`config.mk`:
```
export PLATFORM = sky130hd
export DESIGN_NAME = dsc_walker
export DESIGN_NICKNAME = d
export VERILOG_FILES = /design/src/rtl/dsc_pkg.sv /design/src/rtl/dsc_rst_sync.sv /design/src/rtl/dsc_regs.sv /design/src/rtl/dsc_fetch_seq.sv /design/src/rtl/dsc_ctrl_unpack.sv /design/src/rtl/dsc_walker.sv
export SDC_FILE = /design/constraint.sdc
export NUM_CORES = 1
export LEC_CHECK = 0
export CORE_MARGIN = 10
export CORE_UTILIZATION = 50
export CTS_CLUSTER_SIZE = 24
export DETAILED_ROUTE_END_ITERATION = 6
export GPL_TIMING_DRIVEN = 0
export PLACE_DENSITY_LB_ADDON = 0.3
export SLEW_MARGIN = 20
export SYNTH_ARGS = -nofsm -noshare
export SYNTH_HDL_FRONTEND = slang
export SYNTH_HIERARCHICAL = 1
export SYNTH_SLANG_ARGS = --single-unit
export TNS_END_PERCENT = 30
```
`constraint.sdc`:
```
create_clock -name clk -period 11.6 [get_ports clk]
set_input_delay 3.48 -clock clk [delete_from_list [all_inputs] [get_ports clk]]
set_output_delay 3.48 -clock clk [all_outputs]
set_load 0.01 [all_outputs]
```
`src/rtl/dsc_pkg.sv`:
```
package dsc_pkg;
  // descriptor layout (word order is decoded by the walker)
  localparam int BLK_WORDS = 7;
  localparam int W_LINK    = 0;
  localparam int W_CTRL    = 1;
  localparam int W_COUNT   = 2;
  localparam int W_DADDR   = 3;
  localparam int W_OFF     = 4;
  localparam int W_BASE    = 5;
  localparam int W_SIZE    = 6;

  // control word field positions and widths
  localparam int C_ILV  = 0;
  localparam int C_DIR  = 1;
  localparam int C_WB   = 4;
  localparam int C_BUF  = 5;
  localparam int C_FMT  = 10;
  localparam int C_STEP = 14;
  localparam int BUF_W  = 4;
  localparam int FMT_W  = 3;
  localparam int STEP_W = 10;

  typedef enum logic [1:0] {
    ST_IDLE  = 2'd0,
    ST_FETCH = 2'd1,
    ST_XFER  = 2'd2
  } walk_state_t;

  typedef struct packed {
    logic [STEP_W-1:0] step;
    logic [FMT_W-1:0]  fmt;
    logic [BUF_W-1:0]  buf_sel;
    logic              wb;
    logic              dir;
    logic              ilv;
  } xfer_ctrl_t;
endpackage

```
`src/rtl/dsc_rst_sync.sv`:
```
module dsc_rst_sync (
  input  logic clk,
  input  logic rst_n_in,
  output logic rst_n_out
);
  logic meta_q;
  logic sync_q;

  always_ff @(posedge clk or negedge rst_n_in) begin
    if (!rst_n_in) begin
      meta_q <= 1'b0;
      sync_q <= 1'b0;
    end else begin
      meta_q <= 1'b1;
      sync_q <= meta_q;
    end
  end

  assign rst_n_out = sync_q;
endmodule

```
`src/rtl/dsc_regs.sv`:
```
module dsc_regs #(
  parameter int          ADDR_W     = 14,
  parameter int          DATA_W     = 24,
  parameter logic [23:0] PTR_ADDR   = 24'hFFFFD4,
  parameter logic [23:0] START_ADDR = 24'hFFFFD5,
  parameter logic [23:0] IRQ_ADDR   = 24'hFFFFC5,
  parameter int          IRQ_BIT    = 7
) (
  input  logic              clk,
  input  logic              rst_n,
  input  logic              wr_en,
  input  logic [DATA_W-1:0] wr_addr,
  input  logic [DATA_W-1:0] wr_data,
  input  logic              idle,
  input  logic              link_load,
  input  logic [ADDR_W-1:0] link_addr,
  input  logic              eol_set,
  output logic [ADDR_W-1:0] ptr_q,
  output logic              start_req,
  output logic              irq_q
);
  logic              ptr_wr;
  logic              ptr_en;
  logic [ADDR_W-1:0] ptr_d;
  logic              irq_clr;
  logic              irq_en;
  logic              irq_d;

  always_comb begin
    ptr_wr    = wr_en && (wr_addr == PTR_ADDR) && idle;
    start_req = wr_en && (wr_addr == START_ADDR) && idle;
    irq_clr   = wr_en && (wr_addr == IRQ_ADDR) && wr_data[IRQ_BIT];
    // link load only happens while busy, so it never meets a software write
    ptr_en    = ptr_wr || link_load;
    ptr_d     = link_load ? link_addr : wr_data[ADDR_W-1:0];
    // a set takes priority over a clear on the same edge
    irq_en    = eol_set || irq_clr;
    irq_d     = eol_set;
  end

  always_ff @(posedge clk or negedge rst_n) begin
    if (!rst_n) begin
      ptr_q <= '0;
    end else if (ptr_en) begin
      ptr_q <= ptr_d;
    end
  end

  always_ff @(posedge clk or negedge rst_n) begin
    if (!rst_n) begin
      irq_q <= 1'b0;
    end else if (irq_en) begin
      irq_q <= irq_d;
    end
  end
endmodule

```
`src/rtl/dsc_fetch_seq.sv`:
```
module dsc_fetch_seq
  import dsc_pkg::*;
#(
  parameter int ADDR_W  = 14,
  parameter int DATA_W  = 24,
  parameter int EOL_BIT = 14
) (
  input  logic                               clk,
  input  logic                               rst_n,
  input  logic                               start,
  input  logic [ADDR_W-1:0]                  start_addr,
  output logic                               rd_en,
  output logic [ADDR_W-1:0]                  rd_addr,
  input  logic [DATA_W-1:0]                  rd_data,
  input  logic                               done,
  output logic [BLK_WORDS-1:0][DATA_W-1:0]   blk_q,
  output logic                               xfer_valid,
  output logic                               idle,
  output logic                               link_load,
  output logic [ADDR_W-1:0]                  link_addr,
  output logic                               eol_set
);
  localparam int                IDX_W    = $clog2(BLK_WORDS + 1);
  localparam logic [IDX_W-1:0]  LAST_IDX = IDX_W'(BLK_WORDS - 1);

  walk_state_t       state_q, state_d;
  logic [IDX_W-1:0]  rd_idx_q, rd_idx_d;
  logic [IDX_W-1:0]  cap_idx_q, cap_idx_d;
  logic              cap_vld_q, cap_vld_d;
  logic [ADDR_W-1:0] base_q, base_d;
  logic              base_en;
  logic              eol_flag;

  assign eol_flag  = blk_q[W_LINK][EOL_BIT];
  assign link_addr = blk_q[W_LINK][ADDR_W-1:0];
  assign rd_addr   = base_q + ADDR_W'(rd_idx_q);

  always_comb begin
    state_d   = state_q;
    rd_idx_d  = rd_idx_q;
    base_d    = base_q;
    base_en   = 1'b0;
    rd_en     = 1'b0;
    cap_vld_d = 1'b0;
    cap_idx_d = rd_idx_q;
    link_load = 1'b0;
    eol_set   = 1'b0;
    case (state_q)
      ST_IDLE: begin
        if (start) begin
          state_d  = ST_FETCH;
          base_d   = start_addr;
          base_en  = 1'b1;
          rd_idx_d = '0;
        end
      end
      ST_FETCH: begin
        if (rd_idx_q <= LAST_IDX) begin
          rd_en    = 1'b1;
          rd_idx_d = rd_idx_q + 1'b1;
        end
        cap_vld_d = rd_en;
        if (cap_vld_q && (cap_idx_q == LAST_IDX)) begin
          state_d = ST_XFER;
        end
      end
      ST_XFER: begin
        if (done) begin
          if (eol_flag) begin
            state_d = ST_IDLE;
            eol_set = 1'b1;
          end else begin
            state_d   = ST_FETCH;
            base_d    = link_addr;
            base_en   = 1'b1;
            rd_idx_d  = '0;
            link_load = 1'b1;
          end
        end
      end
      default: state_d = ST_IDLE;
    endcase
  end

  always_ff @(posedge clk or negedge rst_n) begin
    if (!rst_n) begin
      state_q   <= ST_IDLE;
      rd_idx_q  <= '0;
      cap_vld_q <= 1'b0;
      cap_idx_q <= '0;
    end else begin
      state_q   <= state_d;
      rd_idx_q  <= rd_idx_d;
      cap_vld_q <= cap_vld_d;
      cap_idx_q <= cap_idx_d;
    end
  end

  always_ff @(posedge clk or negedge rst_n) begin
    if (!rst_n) begin
      base_q <= '0;
    end else if (base_en) begin
      base_q <= base_d;
    end
  end

  // one holding register per descriptor word, each with its own enable
  for (genvar k = 0; k < BLK_WORDS; k++) begin : g_word
    logic wen;
    assign wen = cap_vld_q && (cap_idx_q == IDX_W'(k));
    always_ff @(posedge clk or negedge rst_n) begin
      if (!rst_n) begin
        blk_q[k] <= '0;
      end else if (wen) begin
        blk_q[k] <= rd_data;
      end
    end
  end

  assign xfer_valid = (state_q == ST_XFER);
  assign idle       = (state_q == ST_IDLE);
endmodule

```
`src/rtl/dsc_ctrl_unpack.sv`:
```
module dsc_ctrl_unpack
  import dsc_pkg::*;
#(
  parameter int DATA_W = 24
) (
  input  logic [DATA_W-1:0] ctrl_w,
  input  logic [DATA_W-1:0] base_w,
  input  logic [DATA_W-1:0] size_m1_w,
  output xfer_ctrl_t        ctrl,
  output logic [DATA_W-1:0] buf_last
);
  always_comb begin
    ctrl.ilv     = ctrl_w[C_ILV];
    ctrl.dir     = ctrl_w[C_DIR];
    ctrl.wb      = ctrl_w[C_WB];
    ctrl.buf_sel = ctrl_w[C_BUF +: BUF_W];
    ctrl.fmt     = ctrl_w[C_FMT +: FMT_W];
    ctrl.step    = ctrl_w[C_STEP +: STEP_W];
    buf_last     = base_w + size_m1_w;
  end
endmodule

```
`src/rtl/dsc_walker.sv`:
```
module dsc_walker
  import dsc_pkg::*;
#(
  parameter int          ADDR_W    = 14,
  parameter int          DATA_W    = 24,
  parameter int          EOL_BIT   = 14,
  parameter logic [23:0] PTR_REG   = 24'hFFFFD4,
  parameter logic [23:0] START_REG = 24'hFFFFD5,
  parameter logic [23:0] IRQ_REG   = 24'hFFFFC5,
  parameter int          IRQ_BIT   = 7
) (
  input  logic              clk,
  input  logic              rst_n,
  input  logic              reg_wr_en,
  input  logic [DATA_W-1:0] reg_wr_addr,
  input  logic [DATA_W-1:0] reg_wr_data,
  output logic              mem_rd_en,
  output logic [ADDR_W-1:0] mem_rd_addr,
  input  logic [DATA_W-1:0] mem_rd_data,
  output logic              busy,
  output logic              irq_eol,
  output logic              xfer_valid,
  input  logic              xfer_done,
  output logic              xfer_interleave,
  output logic              xfer_dir,
  output logic              xfer_wb,
  output logic [BUF_W-1:0]  xfer_buf_sel,
  output logic [FMT_W-1:0]  xfer_fmt,
  output logic [STEP_W-1:0] xfer_step,
  output logic [DATA_W-1:0] xfer_count,
  output logic [DATA_W-1:0] xfer_dsp_addr,
  output logic [DATA_W-1:0] xfer_buf_off,
  output logic [DATA_W-1:0] xfer_buf_base,
  output logic [DATA_W-1:0] xfer_buf_size_m1,
  output logic [DATA_W-1:0] xfer_buf_last
);
  logic                             rst_n_s;
  logic                             idle;
  logic                             start_req;
  logic                             link_load;
  logic                             eol_set;
  logic [ADDR_W-1:0]                link_addr;
  logic [ADDR_W-1:0]                ptr_q;
  logic [BLK_WORDS-1:0][DATA_W-1:0] blk;
  xfer_ctrl_t                       ctrl;

  dsc_rst_sync u_rst (
    .clk       (clk),
    .rst_n_in  (rst_n),
    .rst_n_out (rst_n_s)
  );

  dsc_regs #(
    .ADDR_W     (ADDR_W),
    .DATA_W     (DATA_W),
    .PTR_ADDR   (PTR_REG),
    .START_ADDR (START_REG),
    .IRQ_ADDR   (IRQ_REG),
    .IRQ_BIT    (IRQ_BIT)
  ) u_regs (
    .clk       (clk),
    .rst_n     (rst_n_s),
    .wr_en     (reg_wr_en),
    .wr_addr   (reg_wr_addr),
    .wr_data   (reg_wr_data),
    .idle      (idle),
    .link_load (link_load),
    .link_addr (link_addr),
    .eol_set   (eol_set),
    .ptr_q     (ptr_q),
    .start_req (start_req),
    .irq_q     (irq_eol)
  );

  dsc_fetch_seq #(
    .ADDR_W  (ADDR_W),
    .DATA_W  (DATA_W),
    .EOL_BIT (EOL_BIT)
  ) u_seq (
    .clk        (clk),
    .rst_n      (rst_n_s),
    .start      (start_req),
    .start_addr (ptr_q),
    .rd_en      (mem_rd_en),
    .rd_addr    (mem_rd_addr),
    .rd_data    (mem_rd_data),
    .done       (xfer_done),
    .blk_q      (blk),
    .xfer_valid (xfer_valid),
    .idle       (idle),
    .link_load  (link_load),
    .link_addr  (link_addr),
    .eol_set    (eol_set)
  );

  dsc_ctrl_unpack #(
    .DATA_W (DATA_W)
  ) u_unpack (
    .ctrl_w    (blk[W_CTRL]),
    .base_w    (blk[W_BASE]),
    .size_m1_w (blk[W_SIZE]),
    .ctrl      (ctrl),
    .buf_last  (xfer_buf_last)
  );

  assign busy             = !idle;
  assign xfer_interleave  = ctrl.ilv;
  assign xfer_dir         = ctrl.dir;
  assign xfer_wb          = ctrl.wb;
  assign xfer_buf_sel     = ctrl.buf_sel;
  assign xfer_fmt         = ctrl.fmt;
  assign xfer_step        = ctrl.step;
  assign xfer_count       = blk[W_COUNT];
  assign xfer_dsp_addr    = blk[W_DADDR];
  assign xfer_buf_off     = blk[W_OFF];
  assign xfer_buf_base    = blk[W_BASE];
  assign xfer_buf_size_m1 = blk[W_SIZE];
endmodule

```
==> metrics.md, run 1 <==
| Metric | Value |
|---|---|
| Internal power | `2.804 mW` |
| Die W | `roughly 160 um` |
| Crit Path Class | `register to output port` |
| CTS tree | `built` |
| Post-CTS Repair Setup Buffers | `0` |
| Synthesized area per cell | `approximately 12 um2` |
| Final GP Congestion | `0.8970` |
| Die height | `about 160 um` |
| Inst Count DP | `1287` |
| Setup crit end kind | `output port` |
| Syn Inst Count | `777` |
| Total grt overflow | `0` |
| Max Buffers Root-to-Sink | `2` |
| DIE AREA | `about 25000 um2` |
| Reg2reg end | `u_regs/ptr_q[12]` |
| Fin cells | `around 1300` |
| Crit path time final | `6.798 ns` |
| GRT Total Usage | `21.16%` |
| Cell area after layout | `13090 um2` |
| WL final | `26560 um` |
| Commonest non-fill, non-tap cell in the layout | `clkdlybuf4s50_1` |
| Min-delay src | `u_rst/meta_q` |
| DR WL/cell | `20.15 um` |
| PwrDens | `between 300 and 400 nW/um2` |
| Final hold violations | `0` |
| Max_cap viols | `0` |
| Worst-Margin Slew | `0.7661 ns` |
| Worst-Skew Late Latency | `0.42 ns` |
| Endpoints failing setup | `0` |
| First-pass GRT wire length | `approximately 41000 um` |
| Final layout net count | `1152` |
| Crit Reg-Reg Startpoint | `u_seq/state_q[0]` |
| Max IR drop VDD | `between 0.2 and 0.25 mV` |
| CTS sink count | `approximately 200` |
| Crit path DAT | `around 3.3 ns` |
| Rows | `50` |
| Setup Skew | `approximately 0.007 ns` |
| Worst Setup SP | `u_seq/blk_q[120]` |
| Crit path required time | `~8.1 ns` |
| Worst Hold Endpoint | `u_rst/rst_n_out` |
| P_leak | `roughly 5.6 nW` |
| Worst Path Max Fanout | `3` |
| Vias in the first global route | `7442` |
| Diodes inserted | `0` |
| Router iterations before antenna repair | `6` |
| # DRC | `0` |
| Hold Path Class | `register to register` |
| Largest net degree at the start of global routing | `59` |
| RSZ-0062 raised after global routing | `no` |
| DR vias | `about 7100` |
| Hold_ws | `between 0.3 and 0.4 ns` |
| Sequential Power Share | `27.8%` |
| Top Ports | `roughly 260` |
| Clock power share | `13.6%` |
| Switching share of power | `36.58%` |
| Final Power | `around 4.4 mW` |
| Layout cells sized above 1 | `25.43%` |
| Max-slew violation count | `0` |
| Critical path launch point type | `register` |
| Post-CTS sizing | `0` |
| Status | `finished, final reports clean` |
| Cell Area, Placed | `12490 um2` |
| Drt first-iter violations | `434` |
| NetSw | `between 1.5 and 2 mW` |
| Comb pwr share | `roughly 60%` |
| Area Overhead vs Synth | `36.26%` |
| # port buffers | `around 250` |
| Vias per cell | `roughly 5.4` |
| Initial core utilization | `51.02%` |
| Max Clock Freq | `147.1 MHz` |
| Hold path depth | `0` |
| Clk pin slew, worst setup/hold paths | `roughly 0.07 ns` |
| Period utilisation layout | `58.61%` |
| Syn_nets | `around 900` |
| Root Driver | `clkbuf_16` |
| Final setup TNS | `0 ns` |
| Yosys warns | `6` |
| Initial antenna violation count | `0` |
| Slew Limit Headroom | `roughly 49%` |
| Most frequent cells in the layout | `247 x clkdlybuf4s50_1, 194 x dfrtp_1, 154 x mux2_2` |
| # H-tree levels | `4` |
| Register-to-Register Setup Slack | `9.25 ns` |
| Worst r2r path cells | `8` |
| Synth Cell Area | `roughly 9600 um2` |
| TritonCTS Buffers | `17` |
| Antenna Violating Nets Remaining | `0` |
| Post-DP HPWL | `20700 um` |
| Core ar. | `18830 um2` |
| Hold bufs inserted after CTS | `0` |
-- worst max-delay path, cell delays in order (launching register included) --
cell	delay [ns]
dfrtp_1	0.40
ha_1	0.29
fa_1	0.45
a211oi_1	0.25
o21bai_1	0.17
nor3_2	0.19
o31ai_2	0.14
o211a_1	0.26
a311o_1	0.26
clkdlybuf4s50_1	0.48
-- through the flow --
| step | setup WS, ns | util, % |
|---|---|---|
| global route | 4.600 | 69.52 |
| floorplan | 5.764 | - |
| global placement | 3.519 | 65.87 |
| finish | 4.802 | 69.52 |
| detailed placement | 5.261 | 66.33 |
| CTS | 4.784 | 69.52 |
-- final cells by class --
type / count / area, um2
buffer: 66 / 450.4
clock buffer: 21 / 450.4
clock inverter: 10 / 148.9
fill: 1358 / 5741
inverter: 15 / 56.30
multi-input combinational: 501 / 4220
sequential: 195 / 4883
tap: 260 / 325.3
timing repair buffer: 250 / 2555
-- registers in the layout, summed over array words and instances, names as in the netlist --
signal           flops
u_seq/state_q        2
u_rst/meta_q         1
u_seq/blk_q        155
u_rst/rst_n_out      1
u_regs/ptr_q        14
u_seq/cap_idx_d      3
u_seq/cap_vld_q      1
u_seq/base_q        14
u_regs/irq_q         1
u_seq/cap_idx_q      3
-- worst max-delay path by stage --
stage / endpoint / cells past startpoint
after floorplan: u_regs/irq_q / 0
after global placement: u_seq/blk_q[48] / 0
after detailed placement: xfer_buf_last[22] / 9
after CTS: xfer_buf_last[22] / 9
after global routing: xfer_buf_last[12] / 9
final: xfer_buf_last[22] / 9
-- layer usage --
metal	share of wire, %	track usage, %	up-vias
met5	0	0	-
met1	41	25.94	3521
met3	10	7.636	29
li1	-	-	3315
met2	48	34.47	258
met4	1.4	5.911	0
-- power by group through the flow --
stage / clock [mW] / combinational, mW / sequential (mW)
2_1_floorplan: 0 / 1.27 / 1.30
3_3_place_gp: 0 / 2.55 / 1.23
3_5_place_dp: 0 / 2.60 / 1.24
4_1_cts: 0.614 / 2.61 / 1.23
5_1_grt: 0.642 / 2.79 / 1.27
6_report: 0.601 / 2.59 / 1.23
No activity file was read; power rests on OpenSTA's default activity.
==> run 2, diff against run 1 <==
--- a/config.mk
+++ b/config.mk
@@ -6,7 +6,7 @@
 export NUM_CORES = 1
 export LEC_CHECK = 0
 export CORE_MARGIN = 10
-export CORE_UTILIZATION = 50
+export CORE_UTILIZATION = 45
 export CTS_CLUSTER_SIZE = 24
 export DETAILED_ROUTE_END_ITERATION = 6
 export GPL_TIMING_DRIVEN = 0
==> constraint.sdc (replaced) <==
create_clock -name clk -period 6.25 [get_ports clk]
set_input_delay 1.875 -clock clk [delete_from_list [all_inputs] [get_ports clk]]
set_output_delay 1.875 -clock clk [all_outputs]
set_load 0.01 [all_outputs]
==> metrics.md, run 2 (synthesized netlist as in run 1, its figures left out) <==
| Metric | Value |
|---|---|
| Critical path buffers and inverters | `1 (unchanged)` |
| DR vias | `7123 (unchanged)` |
| Drt first-iter violations | `314 (was 434)` |
| Switching share of power | `37.12% (was 36.58%)` |
| First-pass GRT wire length | `42920 um (was 41300 um)` |
| Slew Limit Headroom | `55.01% (was 48.65%)` |
| CTS sink count | `195 (unchanged)` |
| Status | `finished, final reports clean (unchanged)` |
| Die W | `166.1 um (was 158.6 um)` |
| Cell Area, Placed | `12510 um2 (was 12490 um2)` |
| Max Clock Freq | `190.5 MHz` |
| Initial core utilization | `45.70% (was 51.02%)` |
| Top Ports | `258 (unchanged)` |
| # H-tree levels | `4 (unchanged)` |
| TritonCTS Buffers | `17 (unchanged)` |
| WL final | `27210 um (was 26560 um)` |
| RSZ-0062 raised after global routing | `no (unchanged)` |
| Most frequent cells in the layout | `247 x clkdlybuf4s50_1, 194 x dfrtp_1, 154 x mux2_2 (unchanged)` |
| DIE AREA | `27590 um2 (was 25160 um2)` |
| Clock power share | `13.2% (was 13.6%)` |
| Period utilisation layout | `a little over four fifths` |
| Initial antenna violation count | `1 (was 0)` |
| Cell family with most CP delay | `compound AO/OA/AOI/OAI gates (unchanged)` |
| Sequential Power Share | `28.1% (was 27.8%)` |
| Area Overhead vs Synth | `36.30% (was 36.26%)` |
| Layout cells sized above 1 | `25.78% (was 25.43%)` |
| DR WL/cell | `20.38 um (was 20.15 um)` |
| Rows | `53 (was 50)` |
| Cell area after layout | `13090 um2 (about the same)` |
| Post-CTS sizing | `0 (unchanged)` |
| Final GP Congestion | `0.9243 (was 0.8970)` |
| Clk pin slew, worst setup/hold paths | `0.08 ns (was 0.07 ns)` |
| Largest net degree at the start of global routing | `57 (was 59)` |
| Fin cells | `1335 (was 1318)` |
| Worst-Skew Late Latency | `0.44 ns (was 0.42 ns)` |
| Hold bufs inserted after CTS | `0 (unchanged)` |
| Comb pwr share | `58.7% (was 58.6%)` |
| Max-slew violation count | `0 (unchanged)` |
| Critical-path cell list | `ha_1 -> fa_1 -> a211oi_1 -> o21bai_1 -> nor3_2 -> o31ai_2 -> o211a_1 -> a311o_1 -> clkdlybuf4s50_1 (unchanged)` |
| Post-CTS Repair Setup Buffers | `0 (unchanged)` |
| Commonest non-fill, non-tap cell in the layout | `clkdlybuf4s50_1 (unchanged)` |
| Root Driver | `clkbuf_16 (unchanged)` |
| Max_cap viols | `0 (unchanged)` |
| Crit path DAT | `3.37 ns (was 3.32 ns)` |
| Core ar. | `21020 um2 (was 18830 um2)` |
| Critical path launch point type | `register (unchanged)` |
| Final layout net count | `1152 (unchanged)` |
| Inst Count DP | `1302 (was 1287)` |
| # DRC | `0 (unchanged)` |
| Biggest regs | `u_seq/blk_q: 155 flops, u_regs/ptr_q: 14 flops, u_seq/base_q: 14 flops (unchanged)` |
| Crit Path Class | `register to output port (unchanged)` |
| P_leak | `5.591 nW (was 5.600 nW)` |
| Worst-Margin Slew | `0.6712 ns (was 0.7661 ns)` |
| Endpoints failing setup | `0 (unchanged)` |
| Worst Path Max Fanout | `3 (unchanged)` |
| Max Buffers Root-to-Sink | `2 (unchanged)` |
| Crit-path slowest cell | `clkdlybuf4s50_1 (unchanged)` |
| GRT Total Usage | `19.38% (was 21.16%)` |
| Crit path time final | `5.249 ns` |
| Hold Path Class | `register to asynchronous set/reset pin (was register to register)` |
| # port buffers | `247 (unchanged)` |
| Setup Skew | `0.01495 ns (was 0.007152 ns)` |
| Crit path required time | `4.38 ns (was 8.12 ns)` |
| Hold_ws | `0.2998 ns (was 0.3639 ns)` |
| NetSw | `3.029 mW (was 1.618 mW)` |
| PwrDens | `623.3 nW/um2 (was 337.8 nW/um2)` |
| Reg with most FFs | `u_seq/blk_q (unchanged)` |
| Max IR drop VDD | `0.3605 mV (was 0.2296 mV)` |
| Vias per cell | `5.336 (was 5.404)` |
| CTS tree | `built (unchanged)` |
| Number of flip-flops in the largest register | `155 (unchanged)` |
| Antenna Violating Nets Remaining | `0 (unchanged)` |
| Final hold violations | `0 (unchanged)` |
| Total grt overflow | `0 (unchanged)` |
| Post-DP HPWL | `20950 um (was 20700 um)` |
| Die height | `166.1 um (was 158.6 um)` |
| Setup crit end kind | `output port (unchanged)` |
| Vias in the first global route | `7436 (was 7442)` |
| Internal power | `5.132 mW (was 2.804 mW)` |
| Largest stage delay, worst path | `0.49 ns (was 0.48 ns)` |
| Router iterations before antenna repair | `5 (was 6)` |
run 2: cell type report:
| cell class | instances | area, um2 |
|---|---|---|
| Timing Repair Buffer | 250 | 2555 |
| Buffer | 66 | 450.4 |
| Inverter | 15 | 56.30 |
| Sequential cell | 195 | 4883 |
| Tap cell | 275 | 344.1 |
| Multi-Input combinational cell | 501 | 4220 |
| Clock inverter | 14 | 142.6 |
| Clock buffer | 18 | 439.2 |
| Antenna cell | 1 | 2.502 |
| Fill cell | 1674 | 7928 |
run 2: layer usage:
metal  vias up  GRT usage [%]  part of all wire [%]  wire [um]
met5         -              0                     0          0
met2       231          31.06                    47      12850
met1      3556          23.94                    43      11760
met4         0          4.507                  0.62        169
li1       3321              -                     -          -
met3        15          7.832                   9.0       2437
run 2: through the flow:
step                      utilization (%)  worst slack (ns)  setup TNS (ns)  total power, mW
after global placement              59.10            -1.869         -356.25            7.035
after CTS                           62.28             1.007               0            8.239
final                               62.29             1.001               0            8.161
after global routing                62.28            0.8698               0            8.703
after floorplan                         -            0.4138               0            4.770
after detailed placement            59.51             1.504               0            7.126
run 2: power groups by stage:
stage / Clock (mW) / Combinational, mW / Sequential, mW
6_report: 1.08 / 4.79 / 2.29
5_1_grt: 1.16 / 5.17 / 2.38
4_1_cts: 1.11 / 4.83 / 2.30
3_5_place_dp: 0 / 4.81 / 2.32
3_3_place_gp: 0 / 4.73 / 2.30
2_1_floorplan: 0 / 2.37 / 2.40
run 2: worst paths after layout:
| check | start | end | slack (ns) | cells past startpoint |
|---|---|---|---|---|
| setup / recovery | u_seq/blk_q[120] | xfer_buf_last[22] | 1.00 | 9 |
| hold / removal | u_rst/rst_n_out | u_seq/blk_q[152] | 0.30 | 0 |
| setup reg to reg | u_seq/state_q[0] | u_regs/ptr_q[10] | 3.82 | 8 |
| hold reg to reg | u_rst/rst_n_out | u_seq/blk_q[152] | 0.30 | 0 |
| max in group asynchronous | rst_n | u_rst/rst_n_out | 4.53 | 1 |
| min in group clk | u_rst/meta_q | u_rst/rst_n_out | 0.35 | 0 |
==> run 3, diff against run 2 <==
==> constraint.sdc (replaced) <==
create_clock -name clk -period 4.3 [get_ports clk]
set_input_delay 1.29 -clock clk [delete_from_list [all_inputs] [get_ports clk]]
set_output_delay 1.29 -clock clk [all_outputs]
set_load 0.01 [all_outputs]
==> metrics.md, run 3 (synthesized netlist as in run 1, its figures left out) <==
| Metric | Value |
|---|---|
| Diodes inserted | `0 (was 1)` |
| Largest stage delay, worst path | `0.40 ns (was 0.49 ns)` |
| Slew Limit Headroom | `55.62% (was 55.01%)` |
| Die height | `166.1 um (unchanged)` |
| Met2 global-route usage | `29.94% (was 31.06%)` |
| Router iterations before antenna repair | `5 (unchanged)` |
| Biggest regs | `u_seq/blk_q: 155 flops, u_regs/ptr_q: 14 flops, u_seq/base_q: 14 flops (unchanged)` |
| P_leak | `5.654 nW (was 5.591 nW)` |
| Endpoints failing setup | `0 (unchanged)` |
| Max_cap viols | `0 (unchanged)` |
| Layout cells sized above 1 | `27.52% (was 25.78%)` |
| Vias in the first global route | `7408 (was 7436)` |
| Crit path time final | `4.296 ns` |
| Met3 Usage GRT | `6.933% (was 7.832%)` |
| Drt first-iter violations | `366 (was 314)` |
| Antenna Violating Nets Remaining | `0 (unchanged)` |
| Final GP Congestion | `0.8925 (was 0.9243)` |
| Cell area after layout | `13160 um2 (was 13090 um2)` |
| Worst-Skew Late Latency | `0.43 ns (was 0.44 ns)` |
| Crit path DAT | `3.01 ns (was 3.37 ns)` |
| Critical path launch point type | `register (unchanged)` |
| Clk pin slew, worst setup/hold paths | `0.08 ns (about the same)` |
| Initial core utilization | `45.70% (unchanged)` |
| Root Driver | `clkbuf_16 (unchanged)` |
| Post-DP HPWL | `20710 um (was 20950 um)` |
| DR WL/cell | `20.23 um (was 20.38 um)` |
| Cell Area, Placed | `12510 um2 (unchanged)` |
| Max IR drop VDD | `0.5386 mV (was 0.3605 mV)` |
| Final hold violations | `0 (unchanged)` |
| Setup Skew | `0.01536 ns (was 0.01495 ns)` |
| Top Ports | `258 (unchanged)` |
| Final layout net count | `1154 (was 1152)` |
| DIE AREA | `27590 um2 (unchanged)` |
| Largest net degree at the start of global routing | `57 (unchanged)` |
| Vias per cell | `5.289 (was 5.336)` |
| Worst-Margin Slew | `0.6621 ns (was 0.6712 ns)` |
| Crit-path slowest cell | `dfrtp_1 (was clkdlybuf4s50_1)` |
| Reg with most FFs | `u_seq/blk_q (unchanged)` |
| Die W | `166.1 um (unchanged)` |
| Hold bufs inserted after CTS | `0 (unchanged)` |
| Crit path required time | `3.01 ns (was 4.38 ns)` |
| Final setup TNS | `0 ns (unchanged)` |
| Critical-path cell list | `ha_2 -> fa_2 -> a211oi_2 -> o21bai_2 -> nor3_2 -> o31ai_2 -> o211a_1 -> a311o_1 -> dlygate4sd2_1 (was ha_1 -> fa_1 -> a211oi_1 -> o21bai_1 -> nor3_2 -> o31ai_2 -> o211a_1 -> a311o_1 -> clkdlybuf4s50_1)` |
| RSZ-0062 raised after global routing | `yes (was no)` |
| # port buffers | `247 (unchanged)` |
| PwrDens | `899.2 nW/um2 (was 623.3 nW/um2)` |
| Initial antenna violation count | `0 (was 1)` |
| CTS sink count | `195 (unchanged)` |
| Rows | `53 (unchanged)` |
| Cell family with most CP delay | `compound AO/OA/AOI/OAI gates (unchanged)` |
| GRT Total Usage | `19.22% (was 19.38%)` |
| Max Buffers Root-to-Sink | `2 (unchanged)` |
| First-pass GRT wire length | `42800 um (was 42920 um)` |
| Max Clock Freq | `approximately 230 MHz` |
| M1 GR Usage | `24.94% (was 23.94%)` |
| Total grt overflow | `0 (unchanged)` |
| Worst Path Max Fanout | `3 (unchanged)` |
| Final Power | `11.84 mW (was 8.161 mW)` |
| Core ar. | `21020 um2 (unchanged)` |
| Period utilisation layout | `between 90% and 100%` |
| TritonCTS Buffers | `17 (unchanged)` |
| Area Overhead vs Synth | `37.00% (was 36.30%)` |
| GRT busiest layer | `met2 (unchanged)` |
| # DRC | `0 (unchanged)` |
| CTS tree | `built (unchanged)` |
| Setup crit end kind | `output port (unchanged)` |
| Most frequent cells in the layout | `234 x clkdlybuf4s50_1, 194 x dfrtp_1, 154 x mux2_2 (was 247 x clkdlybuf4s50_1, 194 x dfrtp_1, 154 x mux2_2)` |
| # H-tree levels | `4 (unchanged)` |
| Number of flip-flops in the largest register | `155 (unchanged)` |
| Max-slew violation count | `0 (unchanged)` |
| DR vias | `7066 (was 7123)` |
| Critical path buffers and inverters | `1 (unchanged)` |
| Commonest non-fill, non-tap cell in the layout | `clkdlybuf4s50_1 (unchanged)` |
| Hold Path Class | `register to asynchronous set/reset pin (unchanged)` |
| Status | `finished, final reports clean (unchanged)` |
| Crit Path Class | `register to output port (unchanged)` |
| WL final | `27030 um (was 27210 um)` |
-- run 3: path summary, 6_finish.rpt --
| kind | startpoint | end | slack (ns) | cells after the start |
|---|---|---|---|---|
| max in group asynchronous | rst_n | u_rst/rst_n_out | 3.17 | 1 |
| worst min-delay path | u_rst/rst_n_out | u_seq/blk_q[153] | 0.31 | 0 |
| worst max register to register | u_seq/state_q[0] | u_regs/ptr_q[11] | 1.98 | 8 |
| worst max-delay path | u_seq/blk_q[120] | xfer_buf_last[22] | 0.004 | 9 |
| min in group clk | u_rst/meta_q | u_rst/rst_n_out | 0.36 | 0 |
| worst min register to register | u_rst/rst_n_out | u_seq/blk_q[153] | 0.31 | 0 |
-- run 3: through the flow --
stage	utilization, %	setup slack (ns)	hold slack (ns)	std cells
2_1_floorplan	-	0.8301	0.3311	777
3_3_place_gp	59.10	-0.1702	0.3368	1299
3_5_place_dp	59.51	0.1330	0.3269	1302
4_1_cts	62.41	-0.04145	0.3358	1335
5_1_grt	62.61	-0.1378	0.3541	1336
6_report	62.61	0.003583	0.3105	1336
-- run 3: timing repair --
action | in CTS | in global routing
resized for setup | 18 | 14
pin swaps | 3 | 2
endpoints found under the setup margin | 13 | 14
setup buffers | 1 | 1
hold endpoints to repair | 0 | 0
-- run 3: report_power, final --
part	internal (mW)	leakage (nW)	switching, mW
sequential	2.70	2.36	0.624
clock	0.795	0.279	0.756
combinational	3.85	3.02	3.11
total	7.35	5.65	4.49
-- run 3: layer usage --
layer / up-vias / wire [um] / share of wire [%]
li1: 3318 / - / -
met1: 3484 / 12190 / 45
met2: 238 / 12240 / 45
met3: 26 / 2266 / 8.4
met4: 0 / 342 / 1.3
met5: - / 0 / 0
-- run 3: final cells by class --
cell class | instances | area, um2
plain buffers | 66 | 450.4
repair buffers | 252 | 2569
clock buffers | 19 | 452.9
fillers | 1688 | 7860
well taps | 275 | 344.1
flip-flops and latches | 195 | 4883
multi-input cells | 501 | 4287
clock inverters | 13 | 118.9
inverters | 15 | 56.30
